==> src/rtl/sema_pkg.sv <==
// Shared types for the semaphore flag unit.
// Assumes two ports only: left and right.
package sema_pkg;
    typedef enum logic [1:0] {
        OWN_NONE  = 2'd0,
        OWN_LEFT  = 2'd1,
        OWN_RIGHT = 2'd2
    } owner_t;
endpackage

==> src/rtl/sema_port_decode.sv <==
// Decodes one port's control pins into per-flag request and release
// strobes plus a read enable. Assumes the pins are already synchronous
// to clk. Select low together with chip enable low is illegal and decodes
// to no operation.
module sema_port_decode #(
    parameter int NUM_FLAGS = 8,
    parameter int ADDR_W    = 3
) (
    input  logic                 ce_n,
    input  logic                 sem_n,
    input  logic                 we_n,
    input  logic                 oe_n,
    input  logic [ADDR_W-1:0]    addr,
    input  logic                 wbit,
    output logic [NUM_FLAGS-1:0] req_vec,
    output logic [NUM_FLAGS-1:0] rel_vec,
    output logic                 rd_en
);
    logic access;
    logic wr_en;
    logic [NUM_FLAGS-1:0] hit;

    // Legal access only with select low and chip enable high.
    assign access = ce_n & ~sem_n;
    assign wr_en  = access & ~we_n;
    assign rd_en  = access & we_n & ~oe_n;

    // One-hot flag select and strobes, one slice per flag.
    for (genvar i = 0; i < NUM_FLAGS; i++) begin : g_sel
        assign hit[i]     = (addr == ADDR_W'(i));
        assign req_vec[i] = wr_en & hit[i] & ~wbit;
        assign rel_vec[i] = wr_en & hit[i] & wbit;
    end
endmodule

==> src/rtl/sema_flag_cell.sv <==
// One two-sided semaphore flag: an owner register plus a pending-request
// bit per port. Assumes each port gives at most one strobe per cycle.
// Left wins a simultaneous request for a free flag.
module sema_flag_cell
    import sema_pkg::*;
(
    input  logic clk,
    input  logic rst_n,
    input  logic req_l,
    input  logic rel_l,
    input  logic req_r,
    input  logic rel_r,
    output logic held_l,
    output logic held_r
);
    owner_t owner, owner_nxt;
    logic   pend_l, pend_r;
    logic   pend_l_nxt, pend_r_nxt;

    // Next-state arbitration for owner and pending requests.
    always_comb begin
        owner_nxt  = owner;
        pend_l_nxt = pend_l;
        pend_r_nxt = pend_r;
        case (owner)
            OWN_NONE: begin
                pend_l_nxt = 1'b0;
                pend_r_nxt = 1'b0;
                if (req_l) begin
                    owner_nxt  = OWN_LEFT;
                    pend_r_nxt = req_r;
                end else if (req_r) begin
                    owner_nxt  = OWN_RIGHT;
                end
            end
            OWN_LEFT: begin
                pend_l_nxt = 1'b0;
                if (rel_l) begin
                    owner_nxt  = (pend_r | req_r) ? OWN_RIGHT : OWN_NONE;
                    pend_r_nxt = 1'b0;
                end else if (req_r) begin
                    pend_r_nxt = 1'b1;
                end else if (rel_r) begin
                    pend_r_nxt = 1'b0;
                end
            end
            OWN_RIGHT: begin
                pend_r_nxt = 1'b0;
                if (rel_r) begin
                    owner_nxt  = (pend_l | req_l) ? OWN_LEFT : OWN_NONE;
                    pend_l_nxt = 1'b0;
                end else if (req_l) begin
                    pend_l_nxt = 1'b1;
                end else if (rel_l) begin
                    pend_l_nxt = 1'b0;
                end
            end
            default: begin
                owner_nxt  = OWN_NONE;
                pend_l_nxt = 1'b0;
                pend_r_nxt = 1'b0;
            end
        endcase
    end

    // State register with synchronous reset to free.
    always_ff @(posedge clk) begin
        if (!rst_n) begin
            owner  <= OWN_NONE;
            pend_l <= 1'b0;
            pend_r <= 1'b0;
        end else begin
            owner  <= owner_nxt;
            pend_l <= pend_l_nxt;
            pend_r <= pend_r_nxt;
        end
    end

    assign held_l = (owner == OWN_LEFT);
    assign held_r = (owner == OWN_RIGHT);
endmodule

==> src/rtl/sema_read_mux.sv <==
// Selects one port's view of the addressed flag and replicates it over
// the data bus: 0 when this port holds it, 1 otherwise. Drives zero when
// the port is not reading.
module sema_read_mux #(
    parameter int NUM_FLAGS = 8,
    parameter int ADDR_W    = 3,
    parameter int DATA_W    = 9
) (
    input  logic                 rd_en,
    input  logic [ADDR_W-1:0]    addr,
    input  logic [NUM_FLAGS-1:0] held,
    output logic [DATA_W-1:0]    rdata
);
    logic mine;

    // Pick the ownership bit of the addressed flag.
    always_comb begin
        mine = 1'b0;
        for (int i = 0; i < NUM_FLAGS; i++) begin
            if (addr == ADDR_W'(i)) mine = held[i];
        end
    end

    // Replicate the view or idle at zero.
    assign rdata = rd_en ? {DATA_W{~mine}} : '0;
endmodule

==> src/rtl/sema_flag_unit.sv <==
// Top of the two-port semaphore flag unit: two port decoders, one flag
// cell per flag, and a read mux per port. Assumes both ports run on clk.
module sema_flag_unit #(
    parameter int NUM_FLAGS = 8,
    parameter int DATA_W    = 9,
    localparam int ADDR_W   = (NUM_FLAGS > 1) ? $clog2(NUM_FLAGS) : 1
) (
    input  logic              clk,
    input  logic              rst_n,
    input  logic              l_ce_n,
    input  logic              l_sem_n,
    input  logic              l_we_n,
    input  logic              l_oe_n,
    input  logic [ADDR_W-1:0] l_addr,
    input  logic [DATA_W-1:0] l_wdata,
    output logic [DATA_W-1:0] l_rdata,
    input  logic              r_ce_n,
    input  logic              r_sem_n,
    input  logic              r_we_n,
    input  logic              r_oe_n,
    input  logic [ADDR_W-1:0] r_addr,
    input  logic [DATA_W-1:0] r_wdata,
    output logic [DATA_W-1:0] r_rdata
);
    logic [NUM_FLAGS-1:0] req_l, rel_l, req_r, rel_r;
    logic [NUM_FLAGS-1:0] held_l, held_r;
    logic                 rd_l, rd_r;
    logic                 unused_wdata_hi;

    // Upper write bits carry no meaning.
    assign unused_wdata_hi = ^{l_wdata[DATA_W-1:1], r_wdata[DATA_W-1:1]};

    sema_port_decode #(.NUM_FLAGS(NUM_FLAGS), .ADDR_W(ADDR_W)) u_dec_l (
        .ce_n(l_ce_n), .sem_n(l_sem_n), .we_n(l_we_n), .oe_n(l_oe_n),
        .addr(l_addr), .wbit(l_wdata[0]),
        .req_vec(req_l), .rel_vec(rel_l), .rd_en(rd_l)
    );

    sema_port_decode #(.NUM_FLAGS(NUM_FLAGS), .ADDR_W(ADDR_W)) u_dec_r (
        .ce_n(r_ce_n), .sem_n(r_sem_n), .we_n(r_we_n), .oe_n(r_oe_n),
        .addr(r_addr), .wbit(r_wdata[0]),
        .req_vec(req_r), .rel_vec(rel_r), .rd_en(rd_r)
    );

    for (genvar i = 0; i < NUM_FLAGS; i++) begin : g_flag
        sema_flag_cell u_cell (
            .clk(clk), .rst_n(rst_n),
            .req_l(req_l[i]), .rel_l(rel_l[i]),
            .req_r(req_r[i]), .rel_r(rel_r[i]),
            .held_l(held_l[i]), .held_r(held_r[i])
        );
    end

    sema_read_mux #(.NUM_FLAGS(NUM_FLAGS), .ADDR_W(ADDR_W), .DATA_W(DATA_W)) u_rd_l (
        .rd_en(rd_l), .addr(l_addr), .held(held_l), .rdata(l_rdata)
    );

    sema_read_mux #(.NUM_FLAGS(NUM_FLAGS), .ADDR_W(ADDR_W), .DATA_W(DATA_W)) u_rd_r (
        .rd_en(rd_r), .addr(r_addr), .held(held_r), .rdata(r_rdata)
    );
endmodule

==> config.mk <==
export PLATFORM = sky130hd
export DESIGN_NAME = sema_flag_unit
export DESIGN_NICKNAME = d
export VERILOG_FILES = /design/src/rtl/sema_pkg.sv /design/src/rtl/sema_port_decode.sv /design/src/rtl/sema_flag_cell.sv /design/src/rtl/sema_read_mux.sv /design/src/rtl/sema_flag_unit.sv
export SDC_FILE = /design/constraint.sdc
export NUM_CORES = 1
export LEC_CHECK = 0
export ABC_AREA = 1
export BUFFER_PORTS_ARGS = -buffer_cell sky130_fd_sc_hd__buf_2
export CAP_MARGIN = 20
export CORE_MARGIN = 2
export CORE_UTILIZATION = 55
export CTS_CLUSTER_DIAMETER = 50
export DETAILED_ROUTE_END_ITERATION = 10
export PLACE_DENSITY = 0.91
export SYNTH_ARGS = -nofsm -noshare
export SYNTH_HDL_FRONTEND = slang
export SYNTH_SLANG_ARGS = --single-unit
==> constraint.sdc <==
create_clock -name clk -period 3.1 [get_ports clk]
set_clock_uncertainty 0.05 [all_clocks]
set_input_delay 0.62 -clock clk [delete_from_list [all_inputs] [get_ports clk]]
set_output_delay 0.62 -clock clk [all_outputs]
set_load 0.05 [all_outputs]
# Word level (Yosys, flattened, before mapping)
# Index checks and enable logic that the tools add are counted.
[totals]
register_bits = 32
out_inout_bits = 18
word_cells = 341
[op_classes]
n_eq_ne = 62
n_mux = 130
bitwise_logic = 91
n_reduce_logical = 34
[ops]
columns = ["op", "count"]
rows = [
  ["$mux 2", 40],
  ["$mux 1", 72],
  ["$and 1x1->1", 56],
  ["$pmux 2 s3", 8],
  ["$ne 2x1->1 const B", 16],
  ["$ne 4x1->1 const B", 8],
  ["$eq 3x3->1 const B", 8],
  ["$ne 3x1->1 const B", 8],
  ["$reduce_and 3->1", 8],
  ["$reduce_or 3->1", 8],
  ["$not 1->1", 19],
  ["$mux 9", 2],
  ["$eq 2x1->1 const B", 8],
  ["$eq 2x2->1 const B", 8],
  ["$logic_not 2->1", 8],
  ["$or 1x1->1", 16],
  ["$pmux 1 s2", 8],
  ["$reduce_bool 2->1", 8],
  ["$eq 3x2->1 const B", 4],
  ["$eq 3x1->1 const B", 2],
  ["$logic_not 3->1", 2],
]

# Longest topological paths before layout
[depth]
depth_word = 11
mapped_depth = 10
mapped_depth_nobuf = 10

# Hierarchy
# From an unflattened synthesis, not the netlist that was laid out.
[hier_totals]
hier_cells = 442
hier_area_um2 = 2499.9
[modules_own_cells]
columns = ["module", "n_inst", "cells_per_inst", "area_each_um2", "seq_area_each_um2"]
rows = [
  ["sema_flag_cell", 8, 37, 227.7, 80.1],
  ["sema_port_decode", 2, 45, 197.7, 0.0],
  ["sema_read_mux", 2, 28, 141.4, 0.0],
]

# Worst setup path before layout
# OpenSTA, ideal clock, no wires.
[synth_path]
path_kind = "in2out"
from = "input port l_addr[2]"
to = "output port l_rdata[1]"
arrival_ps = 2935
path_slack_ps = -505
stages = 9
n_path_buf = 1
cell_sequence = "inv_1 > nand3_1 > inv_1 > nand2_1 > nand3_1 > nor2_1 > nand3_1 > nor3_1 > buf_4"
[synth_between]
elab_chain_cells = 11
[synth_rtl]
columns = ["item", "line_no", "source"]
rows = [
  ["from (decl)", "sema_flag_unit.sv:14", "input logic [ADDR_W-1:0] l_addr,"],
  ["$logic_not 3->1", "sema_read_mux.sv:20", "if (addr == ADDR_W'(i)) mine = held[i];"],
  ["$mux 1 (7 in series)", "sema_read_mux.sv:20", ""],
  ["$mux 1 *", "sema_read_mux.sv:20", ""],
  ["$not 1->1 *", "sema_read_mux.sv:25", "assign rdata = rd_en ? {DATA_W{~mine}} : '0;"],
  ["$mux 9 *", "sema_read_mux.sv:25", ""],
  ["to (decl)", "sema_flag_unit.sv:16", "output logic [DATA_W-1:0] l_rdata,"],
]
# Mark *: on every way between the ends. The rest lies on a longest branch, timed or not.

# Worst setup path in the final report
[layout_path]
from = "input port r_addr[2]"
to = "output port r_rdata[6]"
[layout_between]
elab_chain_cells = 11
[layout_rtl]
columns = ["item", "line_no", "source"]
rows = [
  ["from (decl)", "sema_flag_unit.sv:21", "input logic [ADDR_W-1:0] r_addr,"],
  ["$logic_not 3->1", "sema_read_mux.sv:20", ""],
  ["$mux 1 (7 in series)", "sema_read_mux.sv:20", ""],
  ["$mux 1 *", "sema_read_mux.sv:20", ""],
  ["$not 1->1 *", "sema_read_mux.sv:25", ""],
  ["$mux 9 *", "sema_read_mux.sv:25", ""],
  ["to (decl)", "sema_flag_unit.sv:23", "output logic [DATA_W-1:0] r_rdata"],
]
# Marks and branches as above.

==> flow_summary.ini <==
[status]
outcome = finished, final reports clean

[setup_path]
path_buf_inv = 4
critPathMaxStageDelay_ns = 0.34
regToRegSetupSlack_ns = 1.81
crit_path_start = r_addr[2]
path_max_fanout = 9
cp-end-kind = output pin
crit_type = in2out
crit_family = simple AND/OR/NAND/NOR gates
slowest_stage = buf_2
worst_ep_arrival_time_ns = 2.03
crit_chain = buf_2 -> inv_2 -> nand3_1 -> inv_1 -> nand2_1 -> nand3_1 -> nor2_1 -> nand3_1 -> nor3_2 -> buf_2
cp_common_cell = nand3_1
r2r-start = g_flag[2].u_cell.owner[0]
worst-path-stages = 10
reg2reg_to = g_flag[2].u_cell.owner[0]
rr_worst_depth = 7
crit_end = r_rdata[6]
worstPathRequired_ns = 2.43
start_kind = input pin

[drt]
ant_nets = 0
drcViolationCount = 0
route.vias.total = 2764
drtPass1Iterations = 5
drtIter0Drc = 264
vias_per_cell = 5.60
wl_per_cell_um = 12.6
wl_mm = 6.25

[grt]
grt_pass1_wl_mm = 10.8
overflow = 0
grt_pass1_vias = 2486
grt_usage = 0.266
antenna_found_initial = 0
grt_max_degree = 21

[sta]
tightest_slew_ns = 0.508
final-hold-violation-count = 0
period_share = 0.872
fin_setup_tns_ns = 0
slew_viol_final = 0
rsz0062_at_grt = false
setup_viol = 0
fmax_mhz = 370
max_slew_margin = 0.661
fin_crit_ns = 2.70

[power_and_ir_drop]
ir_drop_v = 0.000290
p_per_area_nw_per_um2 = 434
power_leakage_nw = 1.22

[floorplan]
fp.dieH_um = 70.1
die_width_um = 70.1
start_util = 0.559
core_area_um2 = 4290
io_pins = 52
die_area_um2 = 4910
num_rows = 24

[synthesis]
syn_area_um2 = 2400
syn_area_per_cell_um2 = 5.69
syn-num-nets = 456
synth.distinct_cells = 22
seq_area_frac_synth = 0.267
ys_seq_elements = 32
synth_cells = 422
ys_warn_count = 0

[layout]
area_growth_pct = 8.07
stdcell_count = 494
fin_area_um2 = 2600
drive_above_1_share = 0.124
layout.nets = 475
fillCellCount = 414
num_antenna_cells = 0

[placed_design]
io_buffers = 35
hpwl_mm = 4.63
place_inst = 486
gp_congestion = 0.890
postPlaceCellArea_um2 = 2500

[clocking]
postCtsSetupBuffers = 0
post_cts_resized = 0
holdBufCountCts = 0
clock_sinks = 32
clock_latency_ns = 0.29
clk_pin_slew_ns = 0.07
cts_buffer_depth = 2
cts_tree = done
root_buffer = clkbuf_8
htree_levels = 2
numCtsBuffers = 5

[flow_run]
maxCapViolations = 0

[min_path]
hold_path.class = reg2reg
[metal layers]
layer / vias up / track usage / share of wire
li1: 1404 / - / -
met1: 1210 / 0.332 / 0.42
met2: 132 / 0.444 / 0.48
met3: 18 / 0.0462 / 0.070
met4: 0 / 0.126 / 0.023
met5: - / 0 / 0
[worst register-to-register path: stages, from the launching register on]
cell     delay, ns
dfxtp_1       0.37
inv_1         0.07
nor2_1        0.26
nand2_1       0.12
nand2_1       0.08
inv_1         0.06
a21oi_1       0.12
nor2_1        0.06
[how the worst min path moves through the flow]
stage,start,endpoint,depth (start not counted)
after floorplan,g_flag[6].u_cell.pend_r,g_flag[6].u_cell.pend_r,2
after global placement,g_flag[6].u_cell.pend_r,g_flag[6].u_cell.pend_r,2
after detailed placement,g_flag[5].u_cell.pend_r,g_flag[5].u_cell.pend_r,2
after CTS,g_flag[5].u_cell.pend_r,g_flag[5].u_cell.pend_r,2
after global routing,g_flag[5].u_cell.pend_r,g_flag[5].u_cell.pend_r,2
final,g_flag[5].u_cell.pend_r,g_flag[5].u_cell.pend_r,2
[placed cells by master (no fill, tap or decap)]
cell type  count
o21ai_1        1
nor2_1        66
nor3_2         4
nand2_1      111
nor2_2         3
inv_2          1
nor2_4         1
a21oi_1       13
o211ai_1       1
nand3_1       67
clkbuf_8       6
o21ai_0       14
nand2_2        1
a31oi_1        6
inv_1         50
nand4_1       14
clkinv_2       2
nor3_1        11
a211oi_1       1
dfxtp_1       32
nand3_2        2
buf_2         35
[layout make-up]
type | instances | area (µm²) | area share
multi-input combinational | 316 | 1430 | 0.551
tap | 52 | 65.1 | 0.0251
sequential | 32 | 641 | 0.247
timing repair buffer | 35 | 175 | 0.0675
clock buffer | 6 | 82.6 | 0.0318
inverter | 51 | 191 | 0.0737
clock inverter | 2 | 10.0 | 0.00386
[power by group]
group / total (W) / switching, W / internal (W) / leakage (nW)
Sequential: 0.000461 / 0.0000251 / 0.000436 / 0.258
Clock: 0.000338 / 0.000161 / 0.000177 / 0.0510
Combinational: 0.000329 / 0.000228 / 0.000101 / 0.912
Total: 0.00113 / 0.000414 / 0.000714 / 1.22
[flip-flops by register name, indices dropped and copies added (netlist names)]
register and cells:
g_flag.u_cell.pend_r 8, g_flag.u_cell.owner 16, g_flag.u_cell.pend_l 8
[synthesized netlist by cell type, drive strengths merged]
| master | n | share of area |
|---|---|---|
| nor3 | 15 | 0.035 |
| nand4 | 14 | 0.036 |
| nor2 | 70 | 0.12 |
| o211ai | 1 | 0.0031 |
| nand2 | 112 | 0.18 |
| a21oi | 13 | 0.027 |
| a31oi | 6 | 0.016 |
| inv | 51 | 0.080 |
| nand3 | 69 | 0.15 |
| a211oi | 1 | 0.0031 |
| dfxtp | 32 | 0.27 |
| buf | 18 | 0.054 |
| o21ai | 15 | 0.031 |
| clkbuf | 5 | 0.0078 |
[per-stage QoR]
stage	util	hold slack [ns]	setup WS, ns	total power [W]
floorplan	-	0.384	0.149	0.000733
global placement	0.583	0.399	0.438	0.000788
detailed placement	0.583	0.407	0.399	0.000796
CTS	0.605	0.416	0.403	0.00113
global route	0.605	0.437	0.182	0.00121
finish	0.605	0.412	0.398	0.00113
[cell families (layout without fill, tap and decap cells)]
family,count (synthesis),in the layout,share of synthesized area
flops,32,32,0.267
compound gates,36,36,0.0802
simple gates,280,280,0.511
buf+inv,74,94,0.142
Power figures use the tool's default switching activity.
